==> src/rtl/hdlc_lim_pkg.sv <==
package hdlc_lim_pkg;

  // Frame phase as seen by the limiter
  typedef enum logic [1:0] {
    PH_IDLE = 2'd0,   // no frame open, bytes are ignored
    PH_PASS = 2'd1,   // frame open, budget not exceeded
    PH_DROP = 2'd2    // frame open, limit exceeded, bytes discarded
  } frame_ph_e;

endpackage

==> src/rtl/hdlc_lim_budget.sv <==
// Remaining-byte budget: loaded with the limit at frame start, counts down per forwarded byte.
module hdlc_lim_budget #(
  parameter int unsigned LEN_W = 16
) (
  input  logic             clk,
  input  logic             rst_n,
  input  logic             in_sof,
  input  logic [LEN_W-1:0] max_len,
  input  logic             take,      // an in-frame byte is present this cycle
  output logic             rem_zero,  // no budget left for the byte of this cycle
  output logic [LEN_W-1:0] rem_q,
  output logic [LEN_W-1:0] lim_q,
  output logic [LEN_W-1:0] lim_n
);

  logic [LEN_W-1:0] rem_base;
  logic [LEN_W-1:0] rem_n;
  logic             rem_en;
  logic             lim_en;

  always_comb begin
    rem_base = in_sof ? max_len : rem_q;
    rem_zero = (rem_base == '0);
    rem_n    = rem_base;
    if (take && !rem_zero) begin
      rem_n = rem_base - LEN_W'(1);
    end
    rem_en = in_sof | take;
    lim_en = in_sof;
    lim_n  = lim_en ? max_len : lim_q;
  end

  always_ff @(posedge clk or negedge rst_n) begin
    if (!rst_n) begin
      rem_q <= '0;
    end else if (rem_en) begin
      rem_q <= rem_n;
    end
  end

  always_ff @(posedge clk or negedge rst_n) begin
    if (!rst_n) begin
      lim_q <= '0;
    end else if (lim_en) begin
      lim_q <= lim_n;
    end
  end

  // the latched limit only moves on a start strobe
  p_lim_hold_r9: assert property (@(posedge clk) disable iff (!rst_n)
    !in_sof |=> $stable(lim_q));

endmodule

==> src/rtl/hdlc_lim_tracker.sv <==
// Frame phase and forwarded-length tally.
module hdlc_lim_tracker
  import hdlc_lim_pkg::*;
#(
  parameter int unsigned LEN_W = 16
) (
  input  logic             clk,
  input  logic             rst_n,
  input  logic             in_vld,
  input  logic             in_sof,
  input  logic             in_eof,
  input  logic             rem_zero,
  output logic             take,
  output logic             pass,
  output logic             frame_end,
  output logic [LEN_W-1:0] len_n,
  output logic             too_long_n,
  output logic [LEN_W-1:0] len_q,
  output frame_ph_e        ph_q
);

  frame_ph_e        ph_base;
  frame_ph_e        ph_n;
  logic             active;
  logic             over;
  logic [LEN_W-1:0] len_base;
  logic             len_en;

  always_comb begin
    ph_base    = in_sof ? PH_PASS : ph_q;
    active     = (ph_base != PH_IDLE);
    take       = in_vld & active;
    pass       = take & ~rem_zero;
    over       = take & rem_zero;
    len_base   = in_sof ? '0 : len_q;
    len_n      = len_base + {{(LEN_W-1){1'b0}}, pass};
    len_en     = in_sof | pass;
    too_long_n = (ph_base == PH_DROP) | over;
    frame_end  = in_eof & active;
    if (!active || in_eof) begin
      ph_n = PH_IDLE;
    end else if (too_long_n) begin
      ph_n = PH_DROP;
    end else begin
      ph_n = PH_PASS;
    end
  end

  always_ff @(posedge clk or negedge rst_n) begin
    if (!rst_n) begin
      ph_q <= PH_IDLE;
    end else begin
      ph_q <= ph_n;
    end
  end

  always_ff @(posedge clk or negedge rst_n) begin
    if (!rst_n) begin
      len_q <= '0;
    end else if (len_en) begin
      len_q <= len_n;
    end
  end

  // a start strobe always leaves the frame open in pass phase unless it also ends it
  p_sof_clears_r7: assert property (@(posedge clk) disable iff (!rst_n)
    (in_sof && !in_eof && !(in_vld && rem_zero)) |=> (ph_q == PH_PASS));

  // with no frame open and no start strobe, the phase stays idle
  p_idle_stays_r2: assert property (@(posedge clk) disable iff (!rst_n)
    (ph_q == PH_IDLE && !in_sof) |=> (ph_q == PH_IDLE));

endmodule

==> src/rtl/hdlc_lim_report.sv <==
// Output registers: gated byte stream and end-of-frame status record.
module hdlc_lim_report #(
  parameter int unsigned DATA_W = 8,
  parameter int unsigned LEN_W  = 16
) (
  input  logic              clk,
  input  logic              rst_n,
  input  logic              pass,
  input  logic [DATA_W-1:0] in_data,
  input  logic              frame_end,
  input  logic [LEN_W-1:0]  len_n,
  input  logic              too_long_n,
  output logic              out_vld,
  output logic [DATA_W-1:0] out_data,
  output logic              sts_vld,
  output logic [LEN_W-1:0]  sts_len,
  output logic              sts_too_long
);

  always_ff @(posedge clk or negedge rst_n) begin
    if (!rst_n) begin
      out_vld <= 1'b0;
      sts_vld <= 1'b0;
    end else begin
      out_vld <= pass;
      sts_vld <= frame_end;
    end
  end

  always_ff @(posedge clk or negedge rst_n) begin
    if (!rst_n) begin
      out_data <= '0;
    end else if (pass) begin
      out_data <= in_data;
    end
  end

  always_ff @(posedge clk or negedge rst_n) begin
    if (!rst_n) begin
      sts_len      <= '0;
      sts_too_long <= 1'b0;
    end else if (frame_end) begin
      sts_len      <= len_n;
      sts_too_long <= too_long_n;
    end
  end

endmodule

==> src/rtl/hdlc_rx_len_limiter.sv <==
module hdlc_rx_len_limiter
  import hdlc_lim_pkg::*;
#(
  parameter int unsigned DATA_W = 8,
  parameter int unsigned LEN_W  = 16
) (
  input  logic              clk,
  input  logic              rst_n,
  input  logic              in_vld,
  input  logic [DATA_W-1:0] in_data,
  input  logic              in_sof,
  input  logic              in_eof,
  input  logic [LEN_W-1:0]  max_len,
  output logic              out_vld,
  output logic [DATA_W-1:0] out_data,
  output logic              sts_vld,
  output logic [LEN_W-1:0]  sts_len,
  output logic              sts_too_long
);

  localparam int unsigned SUM_W = LEN_W + 1;

  logic             take;
  logic             pass;
  logic             rem_zero;
  logic             frame_end;
  logic             too_long_n;
  logic [LEN_W-1:0] len_n;
  logic [LEN_W-1:0] len_q;
  logic [LEN_W-1:0] rem_q;
  logic [LEN_W-1:0] lim_q;
  logic [LEN_W-1:0] lim_n;
  frame_ph_e        ph_q;

  hdlc_lim_budget #(.LEN_W(LEN_W)) u_budget (
    .clk      (clk),
    .rst_n    (rst_n),
    .in_sof   (in_sof),
    .max_len  (max_len),
    .take     (take),
    .rem_zero (rem_zero),
    .rem_q    (rem_q),
    .lim_q    (lim_q),
    .lim_n    (lim_n)
  );

  hdlc_lim_tracker #(.LEN_W(LEN_W)) u_tracker (
    .clk        (clk),
    .rst_n      (rst_n),
    .in_vld     (in_vld),
    .in_sof     (in_sof),
    .in_eof     (in_eof),
    .rem_zero   (rem_zero),
    .take       (take),
    .pass       (pass),
    .frame_end  (frame_end),
    .len_n      (len_n),
    .too_long_n (too_long_n),
    .len_q      (len_q),
    .ph_q       (ph_q)
  );

  hdlc_lim_report #(.DATA_W(DATA_W), .LEN_W(LEN_W)) u_report (
    .clk          (clk),
    .rst_n        (rst_n),
    .pass         (pass),
    .in_data      (in_data),
    .frame_end    (frame_end),
    .len_n        (len_n),
    .too_long_n   (too_long_n),
    .out_vld      (out_vld),
    .out_data     (out_data),
    .sts_vld      (sts_vld),
    .sts_len      (sts_len),
    .sts_too_long (sts_too_long)
  );

  // within an open frame, forwarded bytes plus remaining budget equal the latched limit
  p_budget_sum_r3: assert property (@(posedge clk) disable iff (!rst_n)
    (ph_q != PH_IDLE) |->
      ((SUM_W'(len_q) + SUM_W'(rem_q)) == SUM_W'(lim_q)));

  // once in discard phase, a continuing byte is never forwarded
  p_drop_after_over_r4: assert property (@(posedge clk) disable iff (!rst_n)
    (ph_q == PH_DROP && in_vld && !in_sof) |=> !out_vld);

  // a forwarded byte always stems from an input byte one cycle earlier
  p_out_from_in_r1: assert property (@(posedge clk) disable iff (!rst_n)
    out_vld |-> $past(in_vld));

  // a status record only follows an end strobe
  p_sts_after_eof_r5: assert property (@(posedge clk) disable iff (!rst_n)
    sts_vld |-> $past(in_eof));

  // the reported length never exceeds the frame limit, and equals it when too long
  p_len_bound_r6: assert property (@(posedge clk) disable iff (!rst_n)
    sts_vld |-> (sts_len <= $past(lim_n)));
  p_trunc_len_r6: assert property (@(posedge clk) disable iff (!rst_n)
    (sts_vld && sts_too_long) |-> (sts_len == $past(lim_n)));

endmodule

==> config.mk <==
export PLATFORM = sky130hd
export DESIGN_NAME = hdlc_rx_len_limiter
export DESIGN_NICKNAME = d
export VERILOG_FILES = /design/src/rtl/hdlc_lim_pkg.sv /design/src/rtl/hdlc_lim_budget.sv /design/src/rtl/hdlc_lim_tracker.sv /design/src/rtl/hdlc_lim_report.sv /design/src/rtl/hdlc_rx_len_limiter.sv
export SDC_FILE = /design/constraint.sdc
export NUM_CORES = 1
export LEC_CHECK = 0
export ABC_AREA = 1
export ABC_CLOCK_PERIOD_IN_PS = 3950
export BUFFER_PORTS_ARGS = -buffer_cell sky130_fd_sc_hd__clkbuf_2
export CORE_UTILIZATION = 55
export CTS_CLUSTER_DIAMETER = 80
export CTS_CLUSTER_SIZE = 40
export DETAILED_ROUTE_END_ITERATION = 10
export PLACE_DENSITY = 0.79
export SETUP_SLACK_MARGIN = 0.05
export SYNTH_ARGS = -nofsm -noshare
export SYNTH_HDL_FRONTEND = slang
export SYNTH_SLANG_ARGS = --single-unit
==> constraint.sdc <==
create_clock -name clk -period 3.95 [get_ports clk]
set_input_delay 0.79 -clock clk [delete_from_list [all_inputs] [get_ports clk]]
set_output_delay 0.79 -clock clk [all_outputs]
set_load 0.005 [all_outputs]
==> impl_metrics.json <==
{
  "insertion_delay_ns": 0.34,
  "clock_sinks": 61,
  "ir_drop_uv": 250,
  "root_buffer": "clkbuf_8",
  "seq_area_frac_synth_pct": 48.9,
  "synth_area_leaders": "dfrtp_1, nand2_1, nor2_1, xor2_1, inv_1",
  "drive_gt1_share_pct": 20.8,
  "cts_tree": "done",
  "cts_resized": 0,
  "antenna_cells": 0,
  "yosysWarnings": 0,
  "cts_hold_buf": 0,
  "critPathLaunchType": "input pin",
  "relSlewSlack_pct": 55.0,
  "utilization_pct": 65.6,
  "row_count": 27,
  "p_leak_nw": 1.91,
  "synth_mux_area_share_pct": 1.28,
  "vias": 2565,
  "firstDrtPassIters": 5,
  "die_h_um": 77.3,
  "fin_nets": 477,
  "synth_xor_area_share_pct": 5.89,
  "postRouteWirelength_mm": 6.41,
  "synth-compound-area-share_pct": 3.05,
  "hold_viol_final": 0,
  "ctsHtreeMaxLevel": 3,
  "synth-simple-area-share_pct": 33.6,
  "cts_setup_buffers": 0,
  "setup_tns_ns": 0,
  "n_fill_cell": 468,
  "worst-slew-pin-transition_ns": 0.675,
  "synth-edff-count": 0,
  "ys_ff_latch": 61,
  "grt_max_degree": 37,
  "dieArea_um2": 5980,
  "status": "complete, no violations",
  "synth.avg_cell_area_um2": 8.06,
  "synthDistinctLibCells": 36,
  "synth_top_family_by_area": "simple AND/OR/NAND/NOR gates",
  "final_area_um2": 3590,
  "hold_class": "input pin to async pin",
  "grt_usage_pct": 24.4,
  "clk_path_buf_depth": 2,
  "ant_nets": 0,
  "max_freq_mhz": 315,
  "antenna_found_initial": 0,
  "synth.top_cell.area_share_pct": 48.9,
  "grt_pass1_wl_mm": 11.4,
  "maxCapViolCount": 0,
  "ys.flop_type": "dfrtp_1",
  "final_max_slew_viol_count": 0,
  "critPathKind": "input pin to register",
  "initial_core_util_pct": 57.0,
  "vias_per_cell": 4.90,
  "setup_viol": 0,
  "synthCells": 387,
  "die_w_um": 77.3,
  "syn_nets": 418,
  "place_hpwl_mm": 4.71,
  "grt-ovfl-total": 0,
  "netlist_area_um2": 3120,
  "post-route-drc-count": 0,
  "ioPinCount": 56,
  "crit_required_ns": 4.17,
  "gp_congestion": 0.920,
  "p_per_area_nw_per_um2": 369,
  "cts_inserted_buffers": 9,
  "drt_iter0_drc": 103,
  "period_share_pct": 80.3,
  "synthArstFlopShare_pct": 100,
  "fin_crit_ns": 3.17,
  "io_buffers": 55,
  "synthAdderAreaFrac_pct": 0.802,
  "yosysTopAreaCell": "dfrtp_1",
  "area_growth_pct": 15.0,
  "clock-skew-final_ns": 0.00852,
  "arrival_ns": 3.39,
  "rsz0062_at_grt": "no",
  "crit_path_end_kind": "register",
  "grt_pass1_vias": 2587,
  "dpl_cell_area_um2": 3440,
  "core-area_um2": 5470,
  "path_clk_slew_ns": 0.07,
  "wl_per_cell_um": 12.2,
  "crit_fanout": 23
}
==> sequential cells by signal, indices dropped and copies added (netlist names) <==
register,count
u_report.sts_len,16
u_budget.rem_q,16
u_report.sts_vld,1
u_tracker.ph_q,2
u_tracker.len_q,16
u_report.out_data,8
u_report.out_vld,1
u_report.sts_too_long,1
==> final timing paths <==
path / startpoint / end / slack (ns) / cells past startpoint
max: in_sof / u_tracker.len_q[10] / 0.78 / 16
min: rst_n / u_budget.rem_q[11] / 0.48 / 1
max reg2reg: u_budget.rem_q[1] / u_tracker.len_q[10] / 1.22 / 15
min reg2reg: u_report.out_data[5] / u_report.out_data[5] / 0.48 / 2
max in group asynchronous: rst_n / u_report.sts_len[4] / 2.56 / 2
min in group clk: u_report.out_data[5] / u_report.out_data[5] / 0.48 / 2
==> through the flow <==
stage                     setup slack (ns)  hold WS [ns]  total power, W  cells
final                                0.779         0.475         0.00132    523
after global routing                 0.470         0.504         0.00139    523
after CTS                            0.778         0.481         0.00134    523
after detailed placement             0.422         0.464        0.000880    507
after global placement               0.536         0.464        0.000874    507
after floorplan                      0.788         0.472        0.000812    387
==> cell usage in the layout (no fill, tap or decap), types with 6 or more instances in the layout <==
cell,synthesis,routed
nor2_1,42,42
nand2_1,151,151
nand3_1,13,13
clkbuf_8,0,9
inv_1,31,31
o21ai_1,9,9
xor2_1,15,15
clkbuf_2,0,55
xnor2_1,6,6
dfrtp_1,61,61
==> worst max-delay path, stage by stage <==
cell and delay (ns):
clkbuf_2 0.24, inv_2 0.41, nand2_1 0.09, nand2_1 0.14, nor2_1 0.10, nand2_1 0.11, nor2_4 0.05, nand2_4 0.10
nand3_2 0.12, inv_2 0.09, ha_1 0.17, nand2_1 0.12, nor4_4 0.34, nand2_1 0.10, xor2_1 0.16, mux2_4 0.25
==> metal layers <==
layer | up-vias | GRT usage [%] | part of all wire (%)
li1 | 1315 | - | -
met1 | 1179 | 31.5 | 47
met2 | 60 | 38.8 | 47
met3 | 11 | 4.64 | 4.5
met4 | 0 | 13.2 | 1.7
met5 | - | 0 | 0
==> cell families after synthesis <==
logic type / count (synthesis)
flops: 61
compound gates: 18
buf+inv: 45
simple gates: 237
xor+xnor: 21
mux: 3
fa+ha+maj: 2
==> cells in the mapped netlist (4+ instances only) <==
cell type,n
nor2_1,42
nand3_1,13
nor2_2,5
inv_1,31
nand2_1,151
nand2_2,5
o21ai_0,4
dfrtp_1,61
xor2_1,15
nand4_1,4
o21ai_1,9
xnor2_1,6
==> cell type report <==
| cell class | count | area, um2 | area share [%] |
|---|---|---|---|
| multi-input cells | 281 | 1390 | 38.8 |
| clock buffers | 14 | 143 | 3.97 |
| repair buffers | 58 | 298 | 8.30 |
| clock inverters | 2 | 10.0 | 0.279 |
| inverters | 35 | 131 | 3.66 |
| well taps | 72 | 90.1 | 2.51 |
| flip-flops and latches | 61 | 1530 | 42.5 |
==> power by group <==
part / internal [W] / total (W) / switching, W
clock: 0.000227 / 0.000454 / 0.000228
combinational: 0.0000657 / 0.000184 / 0.000119
sequential: 0.000667 / 0.000684 / 0.0000168
total: 0.000960 / 0.00132 / 0.000363
Power figures use the tool's default switching activity.
